==> config.mk <==
export PLATFORM = sky130hd
export DESIGN_NAME = osc_neuron
export DESIGN_NICKNAME = d
export VERILOG_FILES = /design/src/rtl/osc_neuron.sv
export SDC_FILE = /design/constraint.sdc
export NUM_CORES = 1
export LEC_CHECK = 0
export BUFFER_PORTS_ARGS = -buffer_cell sky130_fd_sc_hd__buf_2
export CAP_MARGIN = 10
export CORE_ASPECT_RATIO = 0.8
export CORE_MARGIN = 2
export CORE_UTILIZATION = 57
export DETAILED_ROUTE_END_ITERATION = 8
export PLACE_DENSITY = 0.8
export RECOVER_POWER = 25
export SLEW_MARGIN = 20
export SYNTH_ARGS = -nofsm -noshare
export SYNTH_HDL_FRONTEND = slang
export SYNTH_SLANG_ARGS = --single-unit
==> constraint.sdc <==
create_clock -name clk -period 5.55 [get_ports clk]
set_input_delay 0.555 -clock clk [delete_from_list [all_inputs] [get_ports clk]]
set_output_delay 0.555 -clock clk [all_outputs]
set_load 0.02 [all_outputs]
==> src/rtl/osc_neuron.sv <==
module osc_neuron #(
  parameter int STAGES = 16
) (
  input  logic                         clk,
  input  logic                         rst_n,
  input  logic                         tick,
  input  logic                         wave_in,
  input  logic                         load_en,
  input  logic                         scan_in,
  output logic                         wave_out,
  output logic                         scan_out,
  output logic [$clog2(STAGES)-1:0]    phase,
  output logic                         phase_upd
);
  localparam int PW   = $clog2(STAGES);
  localparam int HALF = STAGES / 2;
  localparam logic [STAGES-1:0] RING_INIT = {{HALF{1'b0}}, {HALF{1'b1}}};

  typedef enum logic [1:0] {S_IDLE, S_WAIT_OUT, S_WAIT_IN} st_t;

  logic [STAGES-1:0] ring;
  logic [PW-1:0]     lag;
  logic              in_d, out_d;
  st_t               st;

  assign wave_out = ring[phase];
  assign scan_out = phase[PW-1];

  wire in_rise  = tick & wave_in  & ~in_d;
  wire out_rise = tick & wave_out & ~out_d;
  wire window_end = (lag == PW'(HALF));

  always_ff @(posedge clk) begin
    if (!rst_n)    ring <= RING_INIT;
    else if (tick) ring <= {ring[0], ring[STAGES-1:1]};
  end

  always_ff @(posedge clk) begin
    if (!rst_n) begin
      phase     <= '0;
      lag       <= '0;
      in_d      <= 1'b0;
      out_d     <= 1'b0;
      st        <= S_IDLE;
      phase_upd <= 1'b0;
    end else begin
      phase_upd <= 1'b0;
      if (tick) begin
        in_d  <= wave_in;
        out_d <= wave_out;
      end
      if (load_en) begin
        phase <= {phase[PW-2:0], scan_in};
        st    <= S_IDLE;
      end else begin
        case (st)
          S_IDLE: begin
            if (in_rise && !out_rise) begin
              st  <= S_WAIT_OUT;
              lag <= PW'(1);
            end else if (out_rise && !in_rise) begin
              st  <= S_WAIT_IN;
              lag <= PW'(1);
            end
          end
          S_WAIT_OUT: begin
            if (out_rise) begin
              phase     <= phase + lag;
              phase_upd <= 1'b1;
              out_d     <= wave_in;
              st        <= S_IDLE;
            end else if (tick) begin
              if (window_end) st <= S_IDLE;
              else            lag <= lag + PW'(1);
            end
          end
          S_WAIT_IN: begin
            if (in_rise) begin
              phase     <= phase - lag;
              phase_upd <= 1'b1;
              out_d     <= wave_in;
              st        <= S_IDLE;
            end else if (tick) begin
              if (window_end) st <= S_IDLE;
              else            lag <= lag + PW'(1);
            end
          end
          default: st <= S_IDLE;
        endcase
      end
    end
  end
endmodule

# Word-level counts from Yosys, hierarchy flattened
# Cells that the tools add are included.
# classes
order_cmp,1
n_mux,28
n_eq_ne,8
div,0
multipliers,0
bitwise_logic,8
addsub,3
reduce_logical,10
n_shift,0
# ops
cell,count
4-bit 2-to-1 mux,9
2-bit 2-to-1 mux,6
4-bit one-hot mux with 3 select lines,1
3-bit inequality test (second input constant),3
4-bit one-hot mux with 2 select lines,1
1-bit 2-to-1 mux,7
2-bit one-hot mux with 3 select lines,1
3-bit nonzero test,2
4-bit by 5-bit < comparator with 1-bit output (second input constant),1
5-bit AND reduction,1
4-bit by 1-bit adder with 4-bit output (second input constant),1
4-bit adder,1
1-bit bitwise AND,4
1-bit binary-select mux with 4-bit select,1
4-bit equality test (second input constant),1
2-bit inequality test (second input constant),2
1-bit inverter,4
1-bit one-hot mux with 2 select lines,2
4-bit subtractor,1
3-bit AND reduction,1
2-bit by 1-bit equality test with 1-bit output (second input constant),1
2-bit equality test (second input constant),1
1-bit logical AND,2
1-bit zero test,2
2 further kinds,2
# totals
mem_bits_rw,0
output_inout_bits,7
in_bits,6
memories,0
regBits,29
latchBits,0
mem_bits_ro,0

# Logic depth before layout (Yosys ltp)
# Gate-level depths: netlist of run 1.
# depth
ltp_word,8
mapped_depth,10
depth_no_buf,9

# Worst setup path after synthesis of run 1
# OpenSTA, ideal clock, no wires.
# synth_timing
path_type,register -> register
start,register phase[2]
end,register lag[2]
t_arrival_ns,2.584
n_path_buf,1
slack_ns,2.849
stages_incl_launch_ff,11
t_required_ns,5.433
period_less_slack_ns,2.701
cell_sequence,dfxtp_1 -> buf_6 -> mux2i_1 -> a221oi_2 -> nand2_2 -> a21o_4 -> ha_1 -> a211o_1 -> a21oi_1 -> o2111ai_1 -> a32o_1
# synth_via
elab_chain_len,8
# synth_rtl
element,line_no,text
from (decl),12,"output logic [$clog2(STAGES)-1:0] phase,"
from (signal assigned),53,"phase <= {phase[PW-2:0], scan_in};"
from (signal assigned),68,phase <= phase + lag;
from (signal assigned),79,phase <= phase - lag;
1-bit binary-select mux with 4-bit select *,26,assign wave_out = ring[phase];
1-bit 2-to-1 mux (not written as such) *,26,
1-bit bitwise AND * (2 in a row),30,wire out_rise = tick & wave_out & ~out_d;
1-bit zero test,58,if (in_rise && !out_rise) begin
1-bit logical AND,58,
3-bit inequality test (no source line) or 4-bit 2-to-1 mux (tied branches),-,
5-bit AND reduction (no source line) or 4-bit one-hot mux with 3 select lines (tied branches),-,
to (signal assigned),74,else lag <= lag + PW'(1);
to (signal assigned),85,else lag <= lag + PW'(1);
to (decl),22,logic [PW-1:0] lag;
# Every way passes the cells marked *; elsewhere a longest branch is shown, timed or not. The select of a mux whose other input is x is not followed.
# A chain may end at the register's enable or synchronous reset.

# Worst setup path in the final report of run 1
# layout_timing
start,input tick
end,register lag[2]
# layout_via
elab_chain_len,6
# layout_rtl
element,line_no,text
from (decl),6,"input logic tick,"
"1-bit bitwise AND, on equally long branches (2 in a row)","30, 29",
"1-bit zero test, on equally long branches","58, 61",
"1-bit logical AND, on equally long branches","58, 61",
3-bit inequality test (no source line) or 4-bit 2-to-1 mux (tied branches),-,
5-bit AND reduction (no source line) or 4-bit one-hot mux with 3 select lines (tied branches),-,
# Parallel ways exist; a longest one is shown, timed or not. The select of a mux whose other input is x is not followed.

==> flow_summary.ini, run 1 <==
[run_status]
status = completed

[logic_synthesis]
synth-main-ff-cell = dfxtp_1
synth_compound_area_frac = 0.177
synthMuxAreaShare = 0.158
synth_top_family_by_area = compound AO/OA/AOI/OAI gates
synth_top_cell_area_share = 0.333
yosys.area_share.simple = 0.170
avgSynthCellArea_um2 = 8.98
synth_area_leaders = dfxtp_1, mux2i_1, ha_1
synth_xor_area_frac = 0.0201
syn_area_um2 = 1740
syn_inst = 194
syn-num-nets = 211
yosys_register_bits = 29
ys_types = 51
yosys.area_share.adder = 0.0833
synth_edf_count = 0
ys_warn_count = 0
ys_seq_area_frac = 0.333
yosysTopAreaCell = dfxtp_1
async_reset_ff_frac = 0

[setup_path]
required_ns = 5.72
endpoint_kind = flip-flop
critPathSlowestCell = clkbuf_1
crit_path_max_incr_delay_ns = 0.99
start_kind = input pin
cp_top_family = compound AO/OA/AOI/OAI gates
path_cells = clkbuf_1 -> nand2_1 -> a21o_4 -> ha_1 -> a211o_1 -> a21oi_1 -> o2111ai_1 -> a32o_1
arrival_ns = 3.48
worst-path-max-fanout = 24
crit_type = input pin to flip-flop
critical_path_buf_inv_count = 1

[timing]
tightest_slew_ns = 1.39
setup-violations-final = 0
whs_ns = 0.500
slew_violations = 0
setup-tns-final_ns = 0
max_freq_ghz = 0.302
fin_worst_skew_ns = 0.00516
hold_viol_final = 0
min_period_ns = 3.31
period_share = 0.596
slew-limit-headroom = 0.0715
rsz0062_at_grt = no

[cts]
htreeDepth = 2
path_clk_slew_ns = 0.06
ctsHoldBuffers = 0
cts_buffers = 5
cts-root-buf = clkbuf_8
clock_sinks = 29
cts-resized-gates = 0
cts_tree = done
cts_setup_buffers = 0
cts_max_path_buffers = 2
clock_latency_ns = 0.28

[die]
die-area_um2 = 3520
ioPinCount = 13
initial_utilization = 0.616
fp.dieW_um = 65.8
die_h_um = 53.4
rows = 17
core_um2 = 2830

[cells_and_area]
final_nets = 219
syn_to_final_growth_pct = 7.54
drive_gt1_frac = 0.119
final_area_um2 = 1870
final_cells = 240
n_antenna_cell = 0

[run]
drv_cap = 0

[routing]
vias = 1464
drt_iter0_markers = 85
wl_per_cell_um = 15.8
final_antenna_net_count = 0
wl_um = 3780
drc = 0
drt-pass1-iter-count = 4
vias_per_cell = 6.10

[worst_hold_path]
hold_path.class = flip-flop to flip-flop

[power_and_ir_drop]
p_leak_nw = 0.769
max-vdd-ir-drop_uv = 158
power_mw = 0.492
power.density_nw_per_um2 = 263

[place]
gp_congestion = 0.849
port_buffers = 12
dp_hpwl_um = 2720
dp.cells = 233
dpl_cell_area_um2 = 1790

[global_routing]
grt_pass1_wl_um = 6290
antenna_found_initial = 0
grt_pass1_vias = 1327
grt_overflow = 0
grtUsageTotal = 0.246
grt_max_degree = 25
[registers in the layout (all words and copies together), names as in the netlist]
name       flops
in_d           1
lag            4
out_d          1
phase_upd      1
phase          4
ring          16
st             2
[area by class of cell]
cell class                      count  area [um2]
Tap cell                           38        47.5
Sequential cell                    29         581
Timing Repair Buffer               12        58.8
Inverter                           11        41.3
Clock buffer                        7        86.3
Fill cell                         234         956
Multi-Input combinational cell    143        1060
[kinds of logic after synthesis]
| group | after synthesis |
|---|---|
| AO/OA/AOI/OAI | 38 |
| flip-flops | 29 |
| XOR/XNOR | 4 |
| buffers and inverters | 22 |
| AND/OR/NAND/NOR | 63 |
| adder cells (fa/ha/maj) | 11 |
| multiplexers | 27 |
[stage by stage]
step	setup slack, ns	util
floorplan	2.85	-
CTS	2.53	0.663
global route	2.04	0.662
finish	2.24	0.662
detailed placement	2.59	0.632
global placement	2.70	0.632
[synthesized netlist by cell type (2+ instances only)]
cell type / number
a21oi_1: 8
and3_1: 3
buf_6: 2
clkbuf_1: 6
dfxtp_1: 29
ha_1: 10
inv_1: 11
mux2i_1: 26
nand2_1: 21
nand2b_1: 2
nand3_1: 7
nand4_1: 2
nor2_1: 16
nor2b_1: 2
nor3_1: 4
o21ai_0: 8
xnor2_1: 3
[worst min-delay path, stage by stage (launching register included)]
cell and delay, ns:
dfxtp_1 0.33, mux2i_1 0.06, nor2_1 0.08
[cell usage in the layout, fill, tap and decap left out, types with 4 or more instances in the layout]
| cell | synthesis | layout |
|---|---|---|
| a21oi_1 | 8 | 8 |
| buf_2 | 1 | 11 |
| clkbuf_8 | 0 | 6 |
| dfxtp_1 | 29 | 29 |
| ha_1 | 10 | 10 |
| inv_1 | 11 | 11 |
| mux2i_1 | 26 | 26 |
| nand2_1 | 21 | 21 |
| nand3_1 | 7 | 7 |
| nor2_1 | 16 | 16 |
| nor3_1 | 4 | 4 |
| o21ai_0 | 8 | 8 |
[where the power goes]
part           internal (mW)  switching, mW  total [mW]
Combinational         0.0406         0.0521      0.0927
Sequential             0.215         0.0104       0.226
Clock                 0.0981         0.0752       0.173
Total                  0.354          0.138       0.492
[metal layers]
metal  vias up  share of wire  track usage
met2        51           0.46        0.392
met1       699           0.47        0.316
met5         -              0            0
met3         9          0.055       0.0574
li1        705              -            -
met4         0          0.020        0.115
[path summary, 6_finish.rpt]
path,from,endpoint,slack (ns),cells past startpoint
worst max-delay path,tick,lag[2]$_SDFFE_PN0P_,2.24,8
worst min-delay path,in_d$_SDFFE_PN0P_,in_d$_SDFFE_PN0P_,0.50,2
worst max register to register,phase[2]$_SDFFE_PN0P_,lag[2]$_SDFFE_PN0P_,2.53,9
worst min register to register,in_d$_SDFFE_PN0P_,in_d$_SDFFE_PN0P_,0.50,2
(Power assumes the default switching activity.)
==> run 2, diff against run 1 <==
ABC_AREA = 1   (was unset)
clock period = 3.3 ns   (was 5.55 ns; I/O delays follow)
==> flow_summary.ini, run 2 <==
[global_routing]
grt_pass1_vias = 1352
antenna_found_initial = 0
grt_overflow = 0
grt_max_degree = 29
grt_pass1_wl_um = 6200
grtUsageTotal = 0.238

[logic_synthesis]
syn_area_um2 = 1770
synthMostInstantiatedCell = nand2_1
syn_inst = 247
yosys_register_bits = 29
ys_types = 33
synth-main-ff-cell = dfxtp_1
avgSynthCellArea_um2 = 7.17
async_reset_ff_frac = 0
yosysTopAreaCell = dfxtp_1
synth_top_cell_area_share = 0.328
ys_seq_area_frac = 0.328
synth_area_leaders = dfxtp_1, nand2_1, a21oi_1
ys_warn_count = 0
ys_top_cells_by_count = nand2_1, inv_1, dfxtp_1
syn-num-nets = 264
synth_edf_count = 0

[routing]
drt-pass1-iter-count = 4
final_antenna_net_count = 0
wl_um = 3710
vias = 1570
drt_iter0_markers = 97
wl_per_cell_um = 12.4
vias_per_cell = 5.27
drc = 0

[timing]
max_freq_ghz = 0.381
tightest_slew_ns = 0.922
setup-violations-final = 0
slew_violations = 0
period_share = 0.794
setup-tns-final_ns = 0
slew-limit-headroom = 0.385
min_period_ns = 2.62
hold_viol_final = 0
fin_worst_skew_ns = 0.00531
rsz0062_at_grt = no

[cts]
clock_sinks = 29
cts-resized-gates = 0
ctsHoldBuffers = 0
htreeDepth = 2
cts_setup_buffers = 0
cts_tree = done
clock_latency_ns = 0.29
path_clk_slew_ns = 0.06
cts-root-buf = clkbuf_8
cts_buffers = 5
cts_max_path_buffers = 2

[cells_and_area]
n_antenna_cell = 0
final_nets = 274
layout_common_cells = nand2_1, inv_1, dfxtp_1
syn_to_final_growth_pct = 8.12
drive_gt1_frac = 0.136
layout_commonest_cell = nand2_1
reg_top3 = ring x16, lag x4, phase x4
regMostFlops = ring
largest_reg_flops = 16

[power_and_ir_drop]
power_switching_mw = 0.384
internal_power_mw = 0.693
p_leak_nw = 0.868
power_frac_clock = 0.306
max-vdd-ir-drop_uv = 401
p_seq_frac = 0.386
p_comb_frac = 0.308
swShare = 0.357
power.density_nw_per_um2 = 562
power_mw = 1.08

[die]
die-area_um2 = 3570
core_um2 = 3020
die_h_um = 53.9
fp.dieW_um = 66.3
ioPinCount = 13
rows = 18
initial_utilization = 0.587

[run]
drv_cap = 0

[setup_path]
arrival_ns = 2.79
worst-path-max-fanout = 13
endpoint_kind = flip-flop
crit_type = flip-flop to flip-flop
required_ns = 3.46
start_kind = flip-flop

[place]
gp_congestion = 0.886
port_buffers = 12
dp_hpwl_um = 2750

[run_status]
status = completed

[worst_hold_path]
hold_path.class = input pin to flip-flop
==> run 2: cell count changes after synthesis, sizes merged, moves of 3 or more <==
| cell | change |
|---|---|
| a21oi | +20 |
| inv | +24 |
| mux2i | -26 |
| nand2 | +33 |
| nand3 | +17 |
| nor2 | -5 |
| o21ai | +16 |
| or2 | +3 |
==> run 2: worst paths after layout <==
path	cells after the start	slack [ns]	start	end
worst max-delay path	15	0.68	phase[0]$_SDFFE_PN0P_	lag[1]$_SDFFE_PN0P_
worst min-delay path	3	0.33	wave_in	in_d$_SDFFE_PN0P_
worst max register to register	15	0.68	phase[0]$_SDFFE_PN0P_	lag[1]$_SDFFE_PN0P_
worst min register to register	2	0.48	in_d$_SDFFE_PN0P_	in_d$_SDFFE_PN0P_
==> run 2: layout make-up <==
cell class / count / area, um2
Clock buffer: 7 / 96.3
Clock inverter: 1 / 5.00
Fill cell: 299 / 1100
Inverter: 35 / 131
Multi-Input combinational cell: 173 / 990
Sequential cell: 29 / 581
Tap cell: 40 / 50.0
Timing Repair Buffer: 13 / 62.6
==> run 2: cells by family after synthesis <==
group / count (synthesis) / share of synthesized area
xor gates and xnor gates: 3 / 0.0148
DFF: 29 / 0.328
adders and majority gates: 11 / 0.0819
and+or+nand+nor: 100 / 0.284
buffers and inverters: 45 / 0.114
AOI/OAI and AO/OA: 59 / 0.178
==> run 2: per-stage QoR <==
step | util | hold WS (ns) | cell area (um2) | std cells | worst slack [ns]
floorplan | - | 0.440 | 1770 | 247 | 0.958
global placement | 0.603 | 0.451 | 1820 | 290 | 0.830
detailed placement | 0.603 | 0.469 | 1820 | 290 | 0.735
CTS | 0.636 | 0.338 | 1920 | 298 | 0.707
global route | 0.635 | 0.364 | 1920 | 298 | 0.397
finish | 0.635 | 0.334 | 1920 | 298 | 0.678
==> run 2: per-layer routing <==
metal | track usage | wire length [um] | vias up
li1 | - | - | 828
met1 | 0.328 | 1910 | 708
met2 | 0.328 | 1560 | 28
met4 | 0.0884 | 51 | 0
met5 | 0 | 0 | -
met3 | 0.100 | 193 | 6
==> run 2: worst max-delay path, cell delays in order (launching register included) <==
cell and delay (ns):
dfxtp_1 0.59, inv_2 0.14, nand2_1 0.11, nand3_1 0.06
nand3_1 0.10, nand3_2 0.10, nand2_4 0.10, nand3_4 0.10
ha_1 0.31, nand2_1 0.07, inv_1 0.06, nor2_1 0.16
and3_1 0.24, nand3_2 0.15, a21oi_1 0.17, nor2_1 0.05
==> run 2: power by group through the flow <==
stage	registers, mW	clock network (mW)	logic (mW)
final	0.416	0.329	0.332
after global routing	0.422	0.349	0.376
after detailed placement	0.424	0	0.330
after CTS	0.416	0.335	0.334
after floorplan	0.421	0	0.270
after global placement	0.423	0	0.322
==> run 3, diff against run 2 <==
clock period = 2.55 ns   (was 3.3 ns; I/O delays follow)
==> flow_summary.ini, run 3 (synthesized netlist as in run 2, its figures left out) <==
[die]
die_h_um = 53.9
core_um2 = 3020
fp.dieW_um = 66.3
initial_utilization = 0.587
rows = 18
ioPinCount = 13
die-area_um2 = 3570

[run]
drv_cap = 0

[global_routing]
grt_pass1_wl_um = 6190
grt_pass1_vias = 1358
grt_overflow = 0
grt_max_degree = 30
grtUsageTotal = 0.235
antenna_found_initial = 0

[routing]
wl_um = 3680
vias = 1579
wl_per_cell_um = 12.1
final_antenna_net_count = 0
drc = 0
drt-pass1-iter-count = 4
vias_per_cell = 5.21
drt_iter0_markers = 85

[cts]
cts_buffers = 5
clock_sinks = 29
cts-resized-gates = 0
htreeDepth = 2
clock_latency_ns = 0.28
cts_max_path_buffers = 2
cts_setup_buffers = 0
ctsHoldBuffers = 0
cts_tree = done
path_clk_slew_ns = 0.06
cts-root-buf = clkbuf_8

[timing]
hold_viol_final = 0
setup-violations-final = 0
min_period_ns = 2.28
max_freq_ghz = 0.440
whs_ns = 0.262
slew-limit-headroom = 0.355
setup_ws_ns = 0.275
fin_worst_skew_ns = 0.00707
period_share = 0.892
setup-tns-final_ns = 0
rsz0062_at_grt = no
slew_violations = 0
tightest_slew_ns = 0.967

[setup_path]
r2r_start = lag[0]$_SDFFE_PN0P_
start_kind = flip-flop
endpoint_kind = flip-flop
rr_worst_depth = 12
crit_path_end = phase[3]$_SDFFE_PN0P_
r2r_setup_slack_ns = 0.27
crit_type = flip-flop to flip-flop
required_ns = 2.70
reg2reg_to = phase[3]$_SDFFE_PN0P_
arrival_ns = 2.42
worst-path-max-fanout = 4
startpoint = lag[0]$_SDFFE_PN0P_

[power_and_ir_drop]
power_switching_mw = 0.492
internal_power_mw = 0.860
p_seq_frac = 0.392
power_frac_clock = 0.268
power.density_nw_per_um2 = 695
p_comb_frac = 0.340
p_leak_nw = 0.887
max-vdd-ir-drop_uv = 492
swShare = 0.364
power_mw = 1.35

[run_status]
status = completed

[place]
port_buffers = 12
dp.cells = 295
dp_slack_ns = 0.147
dp_hpwl_um = 2690
gp_congestion = 0.925

[worst_hold_path]
hold_path.class = input pin to flip-flop

[cells_and_area]
largest_reg_flops = 16
layout_commonest_cell = nand2_1
reg_top3 = ring x16, lag x4, phase x4
final_nets = 279
syn_to_final_growth_pct = 9.82
final_cells = 303
drive_gt1_frac = 0.167
n_antenna_cell = 0
layout_common_cells = nand2_1, inv_1, a21oi_1
regMostFlops = ring
## run 3: cell count changes in the layout (fill, tap and decap cells not counted)
cell | previous run | this run
and3_4 | 0 | 1
buf_4 | 0 | 5
dfxtp_1 | 29 | 27
clkbuf_8 | 7 | 5
nor2_2 | 0 | 1
nor2_1 | 11 | 10
and3_1 | 1 | 0
dfxtp_2 | 0 | 2
clkinv_2 | 1 | 2
buf_2 | 11 | 12
## run 3: how the worst min path moves through the flow
stage / from / endpoint / slack (ns) / cells after the start
4_1_cts: wave_in / in_d$_SDFFE_PN0P_ / 0.26 / 3
5_1_grt: wave_in / in_d$_SDFFE_PN0P_ / 0.27 / 3
6_report: wave_in / in_d$_SDFFE_PN0P_ / 0.26 / 3
2_1_floorplan: rst_n / ring[12]$_SDFFE_PN0P_ / 0.39 / 2
3_5_place_dp: in_d$_SDFFE_PN0P_ / in_d$_SDFFE_PN0P_ / 0.46 / 2
3_3_place_gp: in_d$_SDFFE_PN0P_ / in_d$_SDFFE_PN0P_ / 0.45 / 2
## run 3: layout make-up
type | instances | area, um2
fill | 287 | 1070
multi-input combinational | 173 | 997
sequential | 29 | 583
inverter | 35 | 131
timing repair buffer | 18 | 101
clock buffer | 6 | 72.6
tap | 40 | 50.0
clock inverter | 2 | 10.0
## run 3: stage by stage
stage | cell area, um2 | util
2_1_floorplan | 1770 | -
3_3_place_gp | 1860 | 0.615
3_5_place_dp | 1860 | 0.615
4_1_cts | 1940 | 0.643
5_1_grt | 1950 | 0.645
6_report | 1950 | 0.645
## run 3: metal layers
| metal | wire length [um] | track usage | share of wire |
|---|---|---|---|
| met5 | 0 | 0 | 0 |
| met4 | 61 | 0.0816 | 0.017 |
| met3 | 230 | 0.0565 | 0.063 |
| met2 | 1450 | 0.330 | 0.40 |
| met1 | 1930 | 0.348 | 0.53 |
## run 3: power groups by stage
stage	clock, mW	sequential (mW)	combinational, mW
floorplan	0	0.545	0.349
global placement	0	0.538	0.442
detailed placement	0	0.539	0.450
CTS	0.366	0.529	0.452
global route	0.392	0.536	0.519
finish	0.362	0.531	0.460
## run 3: critical path: stages (launching register included)
cell and delay (ns):
dfxtp_1 0.39, inv_1 0.11, ha_1 0.32, o21ai_0 0.33, ha_1 0.31, nand2_1 0.06
nor2_1 0.04, a211oi_1 0.23, nand2_1 0.09, nand2_1 0.07, o22ai_1 0.06, nand2_1 0.07
a21oi_1 0.05
